## src/rtl/gpio_ctrl_pkg.sv

```systemverilog
package gpio_ctrl_pkg;

   typedef enum logic [3:0] {
      RK_NONE, RK_LEVEL, RK_DIR, RK_SET, RK_CLR,
      RK_RISE, RK_FALL, RK_STAT, RK_ALT_LO, RK_ALT_HI
   } reg_kind_e;

   typedef struct packed {
      reg_kind_e   kind;
      logic [1:0]  bank;
   } reg_sel_t;

   localparam int N_BANK_REGS = 7;

   localparam reg_kind_e KIND_TAG [N_BANK_REGS] = '{
      RK_LEVEL, RK_DIR, RK_SET, RK_CLR, RK_RISE, RK_FALL, RK_STAT
   };

   localparam int KIND_OFS [N_BANK_REGS] = '{
      'h000, 'h00C, 'h018, 'h024, 'h030, 'h03C, 'h048
   };

   localparam int ALT_BASE    = 'h054;
   localparam int ALT_STRIDE  = 8;
   localparam int HIGH_BANK_GAP = 'h100;
   localparam int MAP_LIMIT   = 'h200;

   function automatic int bank_step(input int b);
      return (b == 3) ? HIGH_BANK_GAP : 4 * b;
   endfunction

endpackage

```

## src/rtl/gpio_reg_decode.sv

```systemverilog
module gpio_reg_decode
   import gpio_ctrl_pkg::*;
#(
   parameter int ADDR_W    = 12,
   parameter int NUM_BANKS = 4
)(
   input  logic [ADDR_W-1:0] addr,
   output reg_sel_t          sel
);

   always_comb begin
      sel.kind = RK_NONE;
      sel.bank = '0;
      for (int b = 0; b < NUM_BANKS; b++) begin
         for (int r = 0; r < N_BANK_REGS; r++) begin
            if (int'(addr) == KIND_OFS[r] + bank_step(b)) begin
               sel.kind = KIND_TAG[r];
               sel.bank = 2'(b);
            end
         end
         if (int'(addr) == ALT_BASE + ALT_STRIDE * b) begin
            sel.kind = RK_ALT_LO;
            sel.bank = 2'(b);
         end
         if (int'(addr) == ALT_BASE + 4 + ALT_STRIDE * b) begin
            sel.kind = RK_ALT_HI;
            sel.bank = 2'(b);
         end
      end
   end

endmodule

```

## src/rtl/gpio_bank_slice.sv

```systemverilog
module gpio_bank_slice
   import gpio_ctrl_pkg::*;
#(
   parameter int           W            = 32,
   parameter logic [W-1:0] WAKE_MASK    = '0,
   parameter logic [W-1:0] CLR_RD_VALUE = '0
)(
   input  logic          clk,
   input  logic          rst_n,
   input  logic          wr_stb,
   input  reg_kind_e     kind,
   input  logic [W-1:0]  wdata,
   input  logic [W-1:0]  pin_in,
   output logic [W-1:0]  dir_q,
   output logic [W-1:0]  latch_q,
   output logic [W-1:0]  flag_q,
   output logic [W-1:0]  rd_word,
   output logic          wake_hit
);

   logic [W-1:0] samp_q, prev_q;
   logic [W-1:0] rise_en_q, fall_en_q;
   logic [W-1:0] set_shadow_q, alt_lo_q, alt_hi_q;
   logic [W-1:0] new_edges, clr_mask, level;

   assign new_edges = ((samp_q & ~prev_q & rise_en_q) |
                       (~samp_q & prev_q & fall_en_q)) & ~dir_q;
   assign clr_mask  = (wr_stb && kind == RK_STAT) ? wdata : '0;
   assign level     = (latch_q & dir_q) | (samp_q & ~dir_q);

   always_ff @(posedge clk) begin
      if (!rst_n) begin
         samp_q       <= '0;
         prev_q       <= '0;
         dir_q        <= '0;
         latch_q      <= '0;
         rise_en_q    <= '0;
         fall_en_q    <= '0;
         flag_q       <= '0;
         set_shadow_q <= '0;
         alt_lo_q     <= '0;
         alt_hi_q     <= '0;
         wake_hit     <= 1'b0;
      end else begin
         samp_q   <= pin_in;
         prev_q   <= samp_q;
         wake_hit <= |((samp_q ^ prev_q) & ~dir_q & WAKE_MASK);
         // a fresh edge wins over a simultaneous clear
         flag_q   <= (flag_q & ~clr_mask) | new_edges;
         if (wr_stb) begin
            case (kind)
               RK_DIR:    dir_q     <= wdata;
               RK_SET: begin
                  latch_q      <= latch_q | wdata;
                  set_shadow_q <= wdata;
               end
               RK_CLR:    latch_q   <= latch_q & ~wdata;
               RK_RISE:   rise_en_q <= wdata;
               RK_FALL:   fall_en_q <= wdata;
               RK_ALT_LO: alt_lo_q  <= wdata;
               RK_ALT_HI: alt_hi_q  <= wdata;
               default: ;
            endcase
         end
      end
   end

   always_comb begin
      case (kind)
         RK_LEVEL:  rd_word = level;
         RK_DIR:    rd_word = dir_q;
         RK_SET:    rd_word = set_shadow_q;
         RK_CLR:    rd_word = CLR_RD_VALUE;
         RK_RISE:   rd_word = rise_en_q;
         RK_FALL:   rd_word = fall_en_q;
         RK_STAT:   rd_word = flag_q;
         RK_ALT_LO: rd_word = alt_lo_q;
         RK_ALT_HI: rd_word = alt_hi_q;
         default:   rd_word = '0;
      endcase
   end

endmodule

```

## src/rtl/gpio_irq_merge.sv

```systemverilog
module gpio_irq_merge #(
   parameter int NUM_BANKS = 4,
   parameter int BANK_W    = 32,
   localparam int PINS     = NUM_BANKS * BANK_W
)(
   input  logic [PINS-1:0] flags,
   output logic            irq_pin0,
   output logic            irq_pin1,
   output logic            irq_shared
);

   logic [PINS-1:0] rest;

   always_comb begin
      rest       = flags;
      rest[1:0]  = 2'b00;
   end

   assign irq_pin0   = flags[0];
   assign irq_pin1   = flags[1];
   assign irq_shared = |rest;

endmodule

```

## src/rtl/gpio_edge_ctrl.sv

```systemverilog
module gpio_edge_ctrl
   import gpio_ctrl_pkg::*;
#(
   parameter int ADDR_W    = 12,
   parameter int NUM_BANKS = 4,
   parameter int BANK_W    = 32,
   parameter logic [NUM_BANKS*BANK_W-1:0] WAKE_MASK =
      {32'h0012007F, 32'hEC080000, 32'h002001FC, 32'h8003FE1B},
   parameter logic [BANK_W-1:0] CLR_RD_VALUE = 32'hBAD00C1E,
   localparam int PINS = NUM_BANKS * BANK_W
)(
   input  logic              clk,
   input  logic              rst_n,
   input  logic [ADDR_W-1:0] bus_addr,
   input  logic              bus_wr,
   input  logic [31:0]       bus_wdata,
   input  logic              bus_rd,
   output logic [31:0]       bus_rdata,
   input  logic [PINS-1:0]   pin_in,
   output logic [PINS-1:0]   pin_out,
   output logic [PINS-1:0]   pin_oe,
   output logic              irq_pin0,
   output logic              irq_pin1,
   output logic              irq_shared,
   output logic              wake_req
);

   generate
      if (NUM_BANKS != 4) begin : g_bad_banks
         $error("gpio_edge_ctrl: register map is fixed at four banks");
      end
      if (BANK_W != 32) begin : g_bad_width
         $error("gpio_edge_ctrl: bank width must match the 32-bit data bus");
      end
      if (ADDR_W < 10) begin : g_bad_addr
         $error("gpio_edge_ctrl: address too narrow for the register map");
      end
   endgenerate

   reg_sel_t          sel;
   logic [BANK_W-1:0] bank_rd [NUM_BANKS];
   logic [PINS-1:0]   flags;
   logic [NUM_BANKS-1:0] wake_hits;

   gpio_reg_decode #(.ADDR_W(ADDR_W), .NUM_BANKS(NUM_BANKS)) u_dec (
      .addr (bus_addr),
      .sel  (sel)
   );

   for (genvar b = 0; b < NUM_BANKS; b++) begin : g_bank
      logic wr_stb;
      assign wr_stb = bus_wr && (sel.kind != RK_NONE) && (int'(sel.bank) == b);

      gpio_bank_slice #(
         .W            (BANK_W),
         .WAKE_MASK    (WAKE_MASK[b*BANK_W +: BANK_W]),
         .CLR_RD_VALUE (CLR_RD_VALUE)
      ) u_slice (
         .clk      (clk),
         .rst_n    (rst_n),
         .wr_stb   (wr_stb),
         .kind     (sel.kind),
         .wdata    (bus_wdata),
         .pin_in   (pin_in[b*BANK_W +: BANK_W]),
         .dir_q    (pin_oe[b*BANK_W +: BANK_W]),
         .latch_q  (pin_out[b*BANK_W +: BANK_W]),
         .flag_q   (flags[b*BANK_W +: BANK_W]),
         .rd_word  (bank_rd[b]),
         .wake_hit (wake_hits[b])
      );
   end

   gpio_irq_merge #(.NUM_BANKS(NUM_BANKS), .BANK_W(BANK_W)) u_irq (
      .flags      (flags),
      .irq_pin0   (irq_pin0),
      .irq_pin1   (irq_pin1),
      .irq_shared (irq_shared)
   );

   assign wake_req = |wake_hits;

   always_ff @(posedge clk) begin
      if (!rst_n) begin
         bus_rdata <= '0;
      end else if (bus_rd) begin
         bus_rdata <= (sel.kind == RK_NONE) ? '0 : bank_rd[sel.bank];
      end
   end

endmodule

```

## config.mk

```make
export PLATFORM = sky130hd
export DESIGN_NAME = gpio_edge_ctrl
export DESIGN_NICKNAME = d
export VERILOG_FILES = /design/src/rtl/gpio_ctrl_pkg.sv /design/src/rtl/gpio_reg_decode.sv /design/src/rtl/gpio_bank_slice.sv /design/src/rtl/gpio_irq_merge.sv /design/src/rtl/gpio_edge_ctrl.sv
export SDC_FILE = /design/constraint.sdc
export NUM_CORES = 2
export LEC_CHECK = 0
export ABC_AREA = 1
export ABC_CLOCK_PERIOD_IN_PS = 5520
export BUFFER_PORTS_ARGS = -buffer_cell sky130_fd_sc_hd__clkbuf_2
export CORE_MARGIN = 10
export CORE_UTILIZATION = 25
export CTS_CLUSTER_SIZE = 30
export DETAILED_ROUTE_END_ITERATION = 8
export GPL_ROUTABILITY_DRIVEN = 0
export PLACE_DENSITY = 0.39
export SLEW_MARGIN = 40
export SYNTH_ARGS = -nofsm -noshare
export SYNTH_HDL_FRONTEND = slang
export SYNTH_SLANG_ARGS = --single-unit
```

## constraint.sdc

```tcl
create_clock -name clk -period 5.52 [get_ports clk]
set_clock_uncertainty 0.1 [all_clocks]
set_input_delay 0.552 -clock clk [delete_from_list [all_inputs] [get_ports clk]]
set_output_delay 0.552 -clock clk [all_outputs]
set_load 0.03 [all_outputs]
```

==> metrics <==
number of synthesized register bits 1316; leakage 0.0304 uW; post-synthesis cell area 0.0594 mm^2; clock power share 0.507; Logic pwr share 0.051; Flop pwr share 0.442; Num Clock Sinks 1316; CP max stage cell buf_4; port bufs 467; Worst Max-Slew Pin Slew 0.903 ns; Async SR Flop Fraction 0; first-pass GRT wire length 460000 um; flop-to-flop setup slack 3.19 ns; cts bufs inserted 166; top_reg_cell synth dfxtp_1; Sw Share 0.256; uppermost routed layer met5; Overall Global Routing Usage 0.246; post-CTS setup buffer count 0; reg-to-reg endpoint bus_rdata[20]; Post-synth EDFFs 0; fin. max-slew vios 0; TritonCTS clock tree built; Crit path required time 6.19 ns; Post-Syn Nets 8579; initial core utilization 0.252; Fin. Hold Viols 0; P&R area growth vs syn 21.6%; RSZ-0062 raised after global routing false; Worst Setup End Kind flop; fin crit share 0.820; worst r2r path cells 10; worst-path cell chain clkbuf_2 > nor2_1 > nand2_1 > inv_2 > nand2_1 > o22ai_1 > nor3_1 > nand3b_1 > nor2_1 > nand3b_2 > inv_8 > buf_12 > buf_4 > nand4_1 > nand2_1 > nor2_1 > nand2_1 > nand2_1 > nand2_1 > nand3_1 > a21oi_1; crit-path max FO 41; PostCTS Resize Cnt 0; met1 wire length 151000 um; clock root cell clkbuf_16; Worst IR Drop VDD 0.000341 V; most prevalent standard cell on the critical path nand2_1; relative slew slack 0.398; Filler cells 25398; Crit. Startpoint bus_addr[9]; per-cell routed wire length 27.8 um; grt ovf 0; crit path to bus_rdata[18]; hpwl dp 222000 um; final setup TNS 0 ns; Worst Path Arrival 5.20 ns; Die Wd 507 um; Seq/Total Area, Yosys 0.444; clock slew at reported path FFs 0.06 ns; row count 178; Yosys top cell area share 0.444; DR WL met2 137000 um; largest area contributor in the netlist dfxtp_1; Die Span Y 507 um; # DRC 0; Cell variety after synth 53; DRT iter0 DRCs 6997; I/O pin count 468; Mapped Cells 8329; ranking of synthesized cells by area dfxtp_1 44%, nand2_1 11%, a21oi_1 7.0%; DRT Wirelength 331000 um; min-delay src rst_n; Avg Inst Size Synth 7.13 um^2; metal3 WL 28600 um; maxcap violations 0; vias in the first global route 57191; largest net degree at the start of global routing 169; status completed; internal power 16300 uW; layout cell share with drive strength beyond 1 0.115; clock latency at the later pin of the worst-skew pair 0.86 ns; Worst setup SP type input port; Final #Nets 8875; Vias/cell 5.14; Synth warnings 0; DR vias 61287; CP peak stage delay 0.51 ns; Final setup viols 0; Post-DRT Antenna Nets 0; Hold WC Path Type input port to flop; minimum clock period 4.53 ns; Finished Layout Cells 11926; Max Root-Sink Buffers 3; f_max 221 MHz; register area 0.0263 mm^2; sw power 5610 uW; area of the core 0.236 mm^2; power density cells 304 mW/mm^2; RR Startpoint g_bank[3].u_slice.dir_q[20]; TritonRoute pass-1 iters 8; DIE AREA 0.257 mm^2; Hold-fix buffers, CTS 128; CTS H-Tree Depth 4; initial antenna violation count 20; crit path kind input port to flop; DP Cell Count 11477; combined area of the multi-input logic cells 0.0277 mm^2
## Yosys cell counts (3+ instances only)
cell type / count
nand3_2: 3
buf_1: 49
o21ai_0: 725
clkbuf_1: 479
nor2_1: 678
nor4_1: 36
nand4_1: 461
nor3b_1: 52
buf_2: 131
a22o_1: 18
a21boi_0: 4
inv_2: 21
nand2_2: 5
nor2_2: 15
nor2_4: 14
a21o_1: 19
buf_4: 12
nand3_1: 433
a211oi_1: 224
nor3_1: 106
inv_1: 697
o21ai_1: 100
a31oi_1: 79
nand2_1: 1693
o31ai_1: 19
a21oi_1: 825
ha_1: 74
o22ai_1: 10
dfxtp_1: 1316
## worst max-delay path, delay by kind of cell
family,cells,cell delay [ns]
AO/OA/AOI/OAI,2,0.29
AND/OR/NAND/NOR,14,2.66
buffers and inverters,5,1.60
## through the flow
stage / hold WS (ns) / total power, uW / util / instance area, um^2 / worst slack (ns)
finish: 0.0469 / 21900 / 0.306 / 72200 / 0.993
detailed placement: 0.323 / 10900 / 0.277 / 65400 / 0.328
global placement: 0.322 / 10900 / 0.277 / 65300 / 0.287
floorplan: 0.307 / 10300 / - / 59400 / 2.34
global route: 0.0406 / 22600 / 0.306 / 72200 / 0.843
CTS: 0.000404 / 22100 / 0.306 / 72100 / 1.23
## placed cells by master (no fill, tap or decap), types with 28 or more instances in the layout
master	count
a211oi_1	224
a21oi_1	825
a31oi_1	79
buf_12	57
buf_4	144
clkbuf_1	61
clkbuf_16	171
clkbuf_2	465
clkbuf_8	33
dfxtp_1	1316
dlygate4sd3_1	128
ha_1	74
inv_1	684
inv_2	28
nand2_1	1690
nand3_1	432
nand4_1	461
nor2_1	673
nor2_4	28
nor3_1	105
nor3b_1	52
nor4_1	33
o21ai_0	725
o21ai_1	100
## worst min-delay path by stage
stage	endpoint	slack, ns	depth (start not counted)
final	g_bank[0].u_slice.prev_q[0]	0.05	3
after global routing	g_bank[0].u_slice.prev_q[0]	0.04	3
after CTS	g_bank[0].u_slice.prev_q[1]	0.0004	3
after detailed placement	g_bank[1].u_slice.prev_q[31]	0.32	2
after global placement	g_bank[1].u_slice.prev_q[31]	0.32	2
after floorplan	g_bank[1].u_slice.prev_q[31]	0.31	2
## cells by family after synthesis
| kind of cell | after synthesis | share of synthesized area |
|---|---|---|
| compound gates | 2034 | 0.187 |
| fa+ha+maj | 74 | 0.0156 |
| buf+inv | 1394 | 0.0918 |
| flops | 1316 | 0.444 |
| simple gates | 3511 | 0.262 |
## layout make-up
cell class / count / area share
diodes: 19 / 0.000658
clock buffers: 265 / 0.0687
clock inverters: 35 / 0.00681
inverters: 721 / 0.0378
multi-input cells: 5619 / 0.384
flip-flops and latches: 1316 / 0.365
well taps: 3150 / 0.0546
repair buffers: 801 / 0.0825
## power by group through the flow
stage	sequential, uW	combinational (uW)	clock, uW
floorplan	9850	454	0
global placement	9900	1020	0
detailed placement	9900	1020	0
CTS	9700	1100	11300
global route	9700	1170	11700
finish	9700	1110	11100
## metal layers
layer,up-vias,track usage
li1,28697,-
met5,-,0
met3,411,0.0595
met4,6,0.101
met1,29555,0.343
met2,2618,0.359
Power figures use the tool's default switching activity.
